===== src/rtl/fpcb_pkg.sv =====
package fpcb_pkg;

  typedef enum logic [1:0] {
    OP_BRANCH       = 2'd0,
    OP_MOVE_CC      = 2'd1,
    OP_MOVE_ZERO    = 2'd2,
    OP_MOVE_NONZERO = 2'd3
  } fpcb_op_e;

  typedef struct packed {
    logic taken;
    logic nullify;
    logic move_en;
    logic illegal;
  } fpcb_flags_t;

  localparam int SENSE_BIT  = 0;
  localparam int LIKELY_BIT = 1;
  localparam int IDX_LSB    = 2;

  // A condition is met when the selected bit equals the wanted polarity.
  function automatic logic polarity_met(input logic bit_v, input logic want_true);
    return (bit_v == want_true);
  endfunction

endpackage


===== src/rtl/fpcb_cond_sel.sv =====
module fpcb_cond_sel #(
  parameter int CC_COUNT = 8,
  localparam int IDX_W = (CC_COUNT > 1) ? $clog2(CC_COUNT) : 1
) (
  input  logic [CC_COUNT-1:0] cc_bits,
  input  logic [IDX_W-1:0]    cc_idx,
  input  logic                want_true,
  output logic                cc_bit,
  output logic                cond_met
);
  import fpcb_pkg::*;

  logic [CC_COUNT-1:0] hit;

  for (genvar g = 0; g < CC_COUNT; g++) begin : g_pick
    assign hit[g] = (cc_idx == IDX_W'(g)) & cc_bits[g];
  end

  assign cc_bit   = |hit;
  assign cond_met = polarity_met(cc_bit, want_true);

endmodule


===== src/rtl/fpcb_pc_calc.sv =====
module fpcb_pc_calc #(
  parameter int PC_W        = 32,
  parameter int OFS_W       = 16,
  parameter int INSTR_BYTES = 4,
  localparam int SHIFT      = $clog2(INSTR_BYTES)
) (
  input  logic [PC_W-1:0]  pc,
  input  logic [OFS_W-1:0] ofs,
  output logic [PC_W-1:0]  fall_pc,
  output logic [PC_W-1:0]  skip_pc,
  output logic [PC_W-1:0]  target_pc
);

  function automatic logic [PC_W-1:0] sext_words(input logic [OFS_W-1:0] w);
    logic [PC_W-1:0] ext;
    ext = {{(PC_W-OFS_W){w[OFS_W-1]}}, w};
    return ext << SHIFT;
  endfunction

  function automatic logic [PC_W-1:0] step(input logic [PC_W-1:0] base, input int n);
    return base + PC_W'(n * INSTR_BYTES);
  endfunction

  assign fall_pc   = step(pc, 1);
  assign skip_pc   = step(pc, 2);
  assign target_pc = fall_pc + sext_words(ofs);

endmodule


===== src/rtl/fpcb_decide.sv =====
module fpcb_decide #(
  parameter int PC_W = 32
) (
  input  fpcb_pkg::fpcb_op_e   op,
  input  logic                 likely,
  input  logic                 want_true,
  input  logic                 in_ds,
  input  logic                 cc_bit,
  input  logic                 cond_met,
  input  logic                 gpr_zero,
  input  logic [PC_W-1:0]      pc,
  input  logic [PC_W-1:0]      fall_pc,
  input  logic [PC_W-1:0]      skip_pc,
  input  logic [PC_W-1:0]      target_pc,
  output fpcb_pkg::fpcb_flags_t flags,
  output logic [PC_W-1:0]      npc
);
  import fpcb_pkg::*;

  always_comb begin
    flags = '0;
    npc   = fall_pc;
    unique case (op)
      OP_BRANCH: begin
        if (in_ds) begin
          flags.illegal = 1'b1;
          npc           = pc;
        end else if (cond_met) begin
          flags.taken = 1'b1;
          npc         = target_pc;
        end else if (likely) begin
          flags.nullify = 1'b1;
          npc           = skip_pc;
        end else begin
          npc = fall_pc;
        end
      end
      OP_MOVE_CC:      flags.move_en = polarity_met(cc_bit, want_true);
      OP_MOVE_ZERO:    flags.move_en = gpr_zero;
      OP_MOVE_NONZERO: flags.move_en = ~gpr_zero;
      default:         flags = '0;
    endcase
  end

endmodule


===== src/rtl/fpcb_out_reg.sv =====
module fpcb_out_reg #(
  parameter int PC_W = 32
) (
  input  logic                  clk,
  input  logic                  rst_n,
  input  logic                  load,
  input  fpcb_pkg::fpcb_flags_t d_flags,
  input  logic [PC_W-1:0]       d_pc,
  output logic                  q_valid,
  output fpcb_pkg::fpcb_flags_t q_flags,
  output logic [PC_W-1:0]       q_pc
);

  always_ff @(posedge clk) begin
    if (!rst_n) begin
      q_valid <= 1'b0;
      q_flags <= '0;
      q_pc    <= '0;
    end else begin
      q_valid <= load;
      if (load) begin
        q_flags <= d_flags;
        q_pc    <= d_pc;
      end
    end
  end

endmodule


===== src/rtl/fpcb_resolver.sv =====
module fpcb_resolver #(
  parameter int CC_COUNT    = 8,
  parameter int PC_W        = 32,
  parameter int OFS_W       = 16,
  parameter int GPR_W       = 32,
  parameter int INSTR_BYTES = 4,
  localparam int IDX_W      = (CC_COUNT > 1) ? $clog2(CC_COUNT) : 1,
  localparam int SEL_W      = IDX_W + 2
) (
  input  logic                 clk,
  input  logic                 rst_n,
  input  logic                 in_valid,
  input  logic [1:0]           op_kind,
  input  logic [SEL_W-1:0]     sel_field,
  input  logic [OFS_W-1:0]     br_offset,
  input  logic [PC_W-1:0]      br_pc,
  input  logic                 in_delay_slot,
  input  logic [CC_COUNT-1:0]  cc_bits,
  input  logic [GPR_W-1:0]     gpr_value,
  output logic                 out_valid,
  output logic                 br_taken,
  output logic [PC_W-1:0]      next_pc,
  output logic                 slot_nullify,
  output logic                 move_en,
  output logic                 illegal
);
  import fpcb_pkg::*;

  fpcb_op_e        op;
  logic            want_true;
  logic            likely;
  logic [IDX_W-1:0] cc_idx;
  logic            cc_bit;
  logic            cond_met;
  logic            gpr_zero;
  logic [PC_W-1:0] fall_pc;
  logic [PC_W-1:0] skip_pc;
  logic [PC_W-1:0] target_pc;
  logic [PC_W-1:0] npc_d;
  fpcb_flags_t     flags_d;
  fpcb_flags_t     flags_q;

  assign op        = fpcb_op_e'(op_kind);
  assign want_true = sel_field[SENSE_BIT];
  assign likely    = sel_field[LIKELY_BIT];
  assign cc_idx    = sel_field[SEL_W-1:IDX_LSB];
  assign gpr_zero  = (gpr_value == '0);

  fpcb_cond_sel #(.CC_COUNT(CC_COUNT)) u_sel (
    .cc_bits   (cc_bits),
    .cc_idx    (cc_idx),
    .want_true (want_true),
    .cc_bit    (cc_bit),
    .cond_met  (cond_met)
  );

  fpcb_pc_calc #(.PC_W(PC_W), .OFS_W(OFS_W), .INSTR_BYTES(INSTR_BYTES)) u_pc (
    .pc        (br_pc),
    .ofs       (br_offset),
    .fall_pc   (fall_pc),
    .skip_pc   (skip_pc),
    .target_pc (target_pc)
  );

  fpcb_decide #(.PC_W(PC_W)) u_dec (
    .op        (op),
    .likely    (likely),
    .want_true (want_true),
    .in_ds     (in_delay_slot),
    .cc_bit    (cc_bit),
    .cond_met  (cond_met),
    .gpr_zero  (gpr_zero),
    .pc        (br_pc),
    .fall_pc   (fall_pc),
    .skip_pc   (skip_pc),
    .target_pc (target_pc),
    .flags     (flags_d),
    .npc       (npc_d)
  );

  fpcb_out_reg #(.PC_W(PC_W)) u_reg (
    .clk     (clk),
    .rst_n   (rst_n),
    .load    (in_valid),
    .d_flags (flags_d),
    .d_pc    (npc_d),
    .q_valid (out_valid),
    .q_flags (flags_q),
    .q_pc    (next_pc)
  );

  assign br_taken     = flags_q.taken;
  assign slot_nullify = flags_q.nullify;
  assign move_en      = flags_q.move_en;
  assign illegal      = flags_q.illegal;

endmodule


===== config.mk =====
export PLATFORM = sky130hd
export DESIGN_NAME = fpcb_resolver
export DESIGN_NICKNAME = d
export VERILOG_FILES = /design/src/rtl/fpcb_pkg.sv /design/src/rtl/fpcb_cond_sel.sv /design/src/rtl/fpcb_pc_calc.sv /design/src/rtl/fpcb_decide.sv /design/src/rtl/fpcb_out_reg.sv /design/src/rtl/fpcb_resolver.sv
export SDC_FILE = /design/constraint.sdc
export NUM_CORES = 1
export LEC_CHECK = 0
export BUFFER_PORTS_ARGS = -buffer_cell sky130_fd_sc_hd__buf_2
export CAP_MARGIN = 30
export CORE_MARGIN = 5
export CORE_UTILIZATION = 35
export CTS_BUF_LIST = sky130_fd_sc_hd__clkbuf_16
export DETAILED_ROUTE_END_ITERATION = 8
export GPL_ROUTABILITY_DRIVEN = 0
export PLACE_DENSITY_LB_ADDON = 0.08
export SLEW_MARGIN = 15
export SYNTH_ARGS = -nofsm -noshare
export SYNTH_HDL_FRONTEND = slang
export SYNTH_SLANG_ARGS = --single-unit
export TNS_END_PERCENT = 50

===== constraint.sdc =====
create_clock -name clk -period 3.5 [get_ports clk]
set_input_delay 0.175 -clock clk [delete_from_list [all_inputs] [get_ports clk]]
set_output_delay 0.175 -clock clk [all_outputs]
set_load 0.02 [all_outputs]

==> qor.csv <==
stage,metric,value,unit
outcome,outcome,"finished, final reports clean",
sta,"Slew Viols, Final",0,
synth,Synth cell types,69,
sta,worst slew pin tran,788,ps
cells_and_area,final core occ,0.461,
pwr,peak supply drop,0.163,mV
grt,largest net degree at the start of global routing,34,
flow_run,Max Cap Viol,0,
grt,global-route wire length before repair,32400,µm
critical_path,Startpoint Class,primary input,
grt,gr usage total,0.244,
sta,RSZ-0062 raised after global routing,no,
cells_and_area,P&R area growth vs syn,28.5,%
place,estimated wirelength of the detail-placed design,17000,µm
drt,via count,6342,
cells_and_area,ratio of cells with drive above 1 in the final layout,0.267,
drt,drt pass-1 iters,6,
clock_network,# hold bufs at CTS,0,
drt,drt initial violations,652,
synth,Avg Synthesized Cell Area,7.15,µm²
sta,Max-slew headroom,0.473,
cells_and_area,"non-filler cells, final",1055,
clock_network,H-tree levels,2,
drt,drt wl/cell,19.9,µm
place,pre-CTS setup slack,-19.6,ps
synth,post-synthesis cell area,0.00502,mm²
critical_path,CP top delay family,simple AND/OR/NAND/NOR gates,
synth,Syn Inst Count,702,
grt,vias in the first global route,6126,
synth,number of synthesized flops with an enable pin,0,
synth,Async SR Flop Fraction,0,
drt,remaining antenna violation count,0,
drt,Vias/cell,6.01,
synth,Yosys Warn Count,0,
synth,"area leader, netlist",dfxtp_1,
grt,initial antenna violation count,0,
critical_path,Worst setup EP type,flop,
die,Std-Cell Core Area,0.0140,mm²
sta,fin crit period,3200,ps
synth,"Net Count, Synth",839,
die,die area,0.0168,mm²
synth,Main synth FF type,dfxtp_1,
critical_path,Setup CP Type,in2reg,
sta,Final Hold Viols,0,
pwr,PwrDens,290,mW/mm²
critical_path,CP bufs+invs,2,
synth,synth cell count leaders,"67 x a21oi_1, 64 x nand2_1, 56 x nor2_1",
synth,Synth top area share,0.148,
critical_path,slowest library cell on the worst path,nor4_1,
synth,Synth area leaders,"dfxtp_1 15%, ha_1 9.2%, a21oi_1 6.7%",
die,Core Rows,43,
synth,post-synthesis sequential area ratio,0.148,
sta,final worst-path cycle share,0.915,
sta,fmax,312,MHz
hold_path,Worst Hold Class,in2reg,
clock_network,CTS buffer count,5,
sta,Setup Skew,0,ps
critical_path,Critical Path AT,3390,ps
cells_and_area,layout net count,1011,
critical_path,"slowest stage delay, CP",420,ps
drt,total wire length,21000,µm
die,IO Count,136,
critical_path,CP dominant cell by count,ha_1,
critical_path,WP data required,3690,ps
clock_network,CTS tree,done,
clock_network,CTS max path bufs,2,
grt,grt ovf,0,
sta,Worst Slack Setup Final,298,ps
die,Initial Utilization,0.359,
synth,most frequent cell after synthesis,a21oi_1,
critical_path,crit-path cells,"buf_2, ha_1, nand4_1, nor4_1, xor2_1, ha_1, nand2_1, o21ai_1, o41ai_1, buf_4, nand3_1, o2111a_1, or3_1, a31oi_1, a21oi_1",
clock_network,clk_lat worst skew,290,ps
die,Vert. Die Dim,130,µm
die,DIE WIDTH,130,µm
place,port buffer count,135,
clock_network,clk slew on worst S/H paths,60,ps
drt,# DRC,0,
pwr,P_leak,2.81,nW
critical_path,CP max FO,5,
place,Placed Instances,1047,
sta,Sum Neg Setup Slack,0,ps
cells_and_area,ANT cells,0,
clock_network,Root Driver,clkbuf_16,
sta,Final setup violation count,0,
clock_network,CTS Sinks,37,
synth,Seq cells post-synth,37,
sequential cells by signal, indices dropped and copies added (netlist names):
signal and flops:
u_reg.q_flags 4, u_reg.q_pc 32, u_reg.q_valid 1
cell type report:
| type | instances | area (µm²) |
|---|---|---|
| clock buffers | 5 | 125 |
| clock inverters | 3 | 17.5 |
| fillers | 1514 | 7540 |
| inverters | 13 | 48.8 |
| multi-input cells | 608 | 4060 |
| flip-flops and latches | 37 | 741 |
| well taps | 180 | 225 |
| repair buffers | 209 | 1230 |
cells by family (layout without fill, tap and decap cells):
kind of cell	count (synthesis)	after routing	share of synthesized area
compound gates	252	252	0.325
simple gates	245	245	0.244
xor+xnor	58	58	0.103
buf+inv	57	230	0.0466
fa+ha+maj	38	38	0.0962
flops	37	37	0.148
mux	15	15	0.0379
where the power goes:
part	total (mW)	switching [mW]	internal (mW)	leakage (nW)
Combinational	0.933	0.554	0.380	2.43
Clock	0.467	0.205	0.262	0.0696
Sequential	0.470	0.0168	0.453	0.306
Total	1.87	0.775	1.09	2.81
cell usage in the layout (no fill, tap or decap), types with 7 or more instances in the layout:
cell / n
o211ai_1: 14
nor3_1: 17
nand2_1: 64
and3_1: 7
buf_2: 135
ha_1: 37
a21oi_1: 67
o21ai_0: 38
nand3_1: 22
nor4_1: 12
a21o_1: 14
o21a_1: 7
o21ai_1: 17
dfxtp_1: 37
inv_1: 13
buf_4: 73
xor2_1: 19
o31ai_1: 7
o22ai_1: 7
mux2i_1: 10
a211oi_1: 10
xnor2_1: 37
nor2_1: 56
and2_1: 7
nand4_1: 21
nor2b_1: 11
a31oi_1: 17
a22oi_1: 7
path summary, 6_finish.rpt:
kind / startpoint / end / slack, ps / depth (start not counted)
setup / recovery: br_pc[4] / u_reg.q_pc[25] / 300 / 15
hold / removal: br_pc[0] / u_reg.q_pc[0] / 120 / 3
setup reg to reg: u_reg.q_pc[28] / u_reg.q_pc[28] / 2270 / 3
hold reg to reg: u_reg.q_pc[19] / u_reg.q_pc[19] / 450 / 1
repair_timing:
action / in CTS / in global routing
setup buffers: 0 / 0
hold endpoints to repair: 0 / 0
setup endpoints to repair: 0 / 2
gates resized for setup: 0 / 3
worst min-delay path, delay by kind of cell:
| family | cells | cell delay [ps] |
|---|---|---|
| AND/OR/NAND/NOR | 1 | 80 |
| buffers and inverters | 1 | 70 |
| multiplexers | 1 | 50 |
layer usage:
metal | vias up | GRT usage | part of all wire
met5 | - | 0 | 0
met4 | 0 | 0.0746 | 0.030
met3 | 49 | 0.0418 | 0.067
met2 | 286 | 0.437 | 0.51
met1 | 3001 | 0.298 | 0.39
li1 | 3006 | - | -
per-stage QoR:
stage          cell area (µm²)  total power [mW]  hold slack [ps]
4_1_cts                   6440              1.87              122
6_report                  6450              1.87              124
5_1_grt                   6450              1.98              142
3_3_place_gp              6290              1.39              413
2_1_floorplan             5020              1.04              317
3_5_place_dp              6300              1.40              422
(Power assumes the default switching activity.)
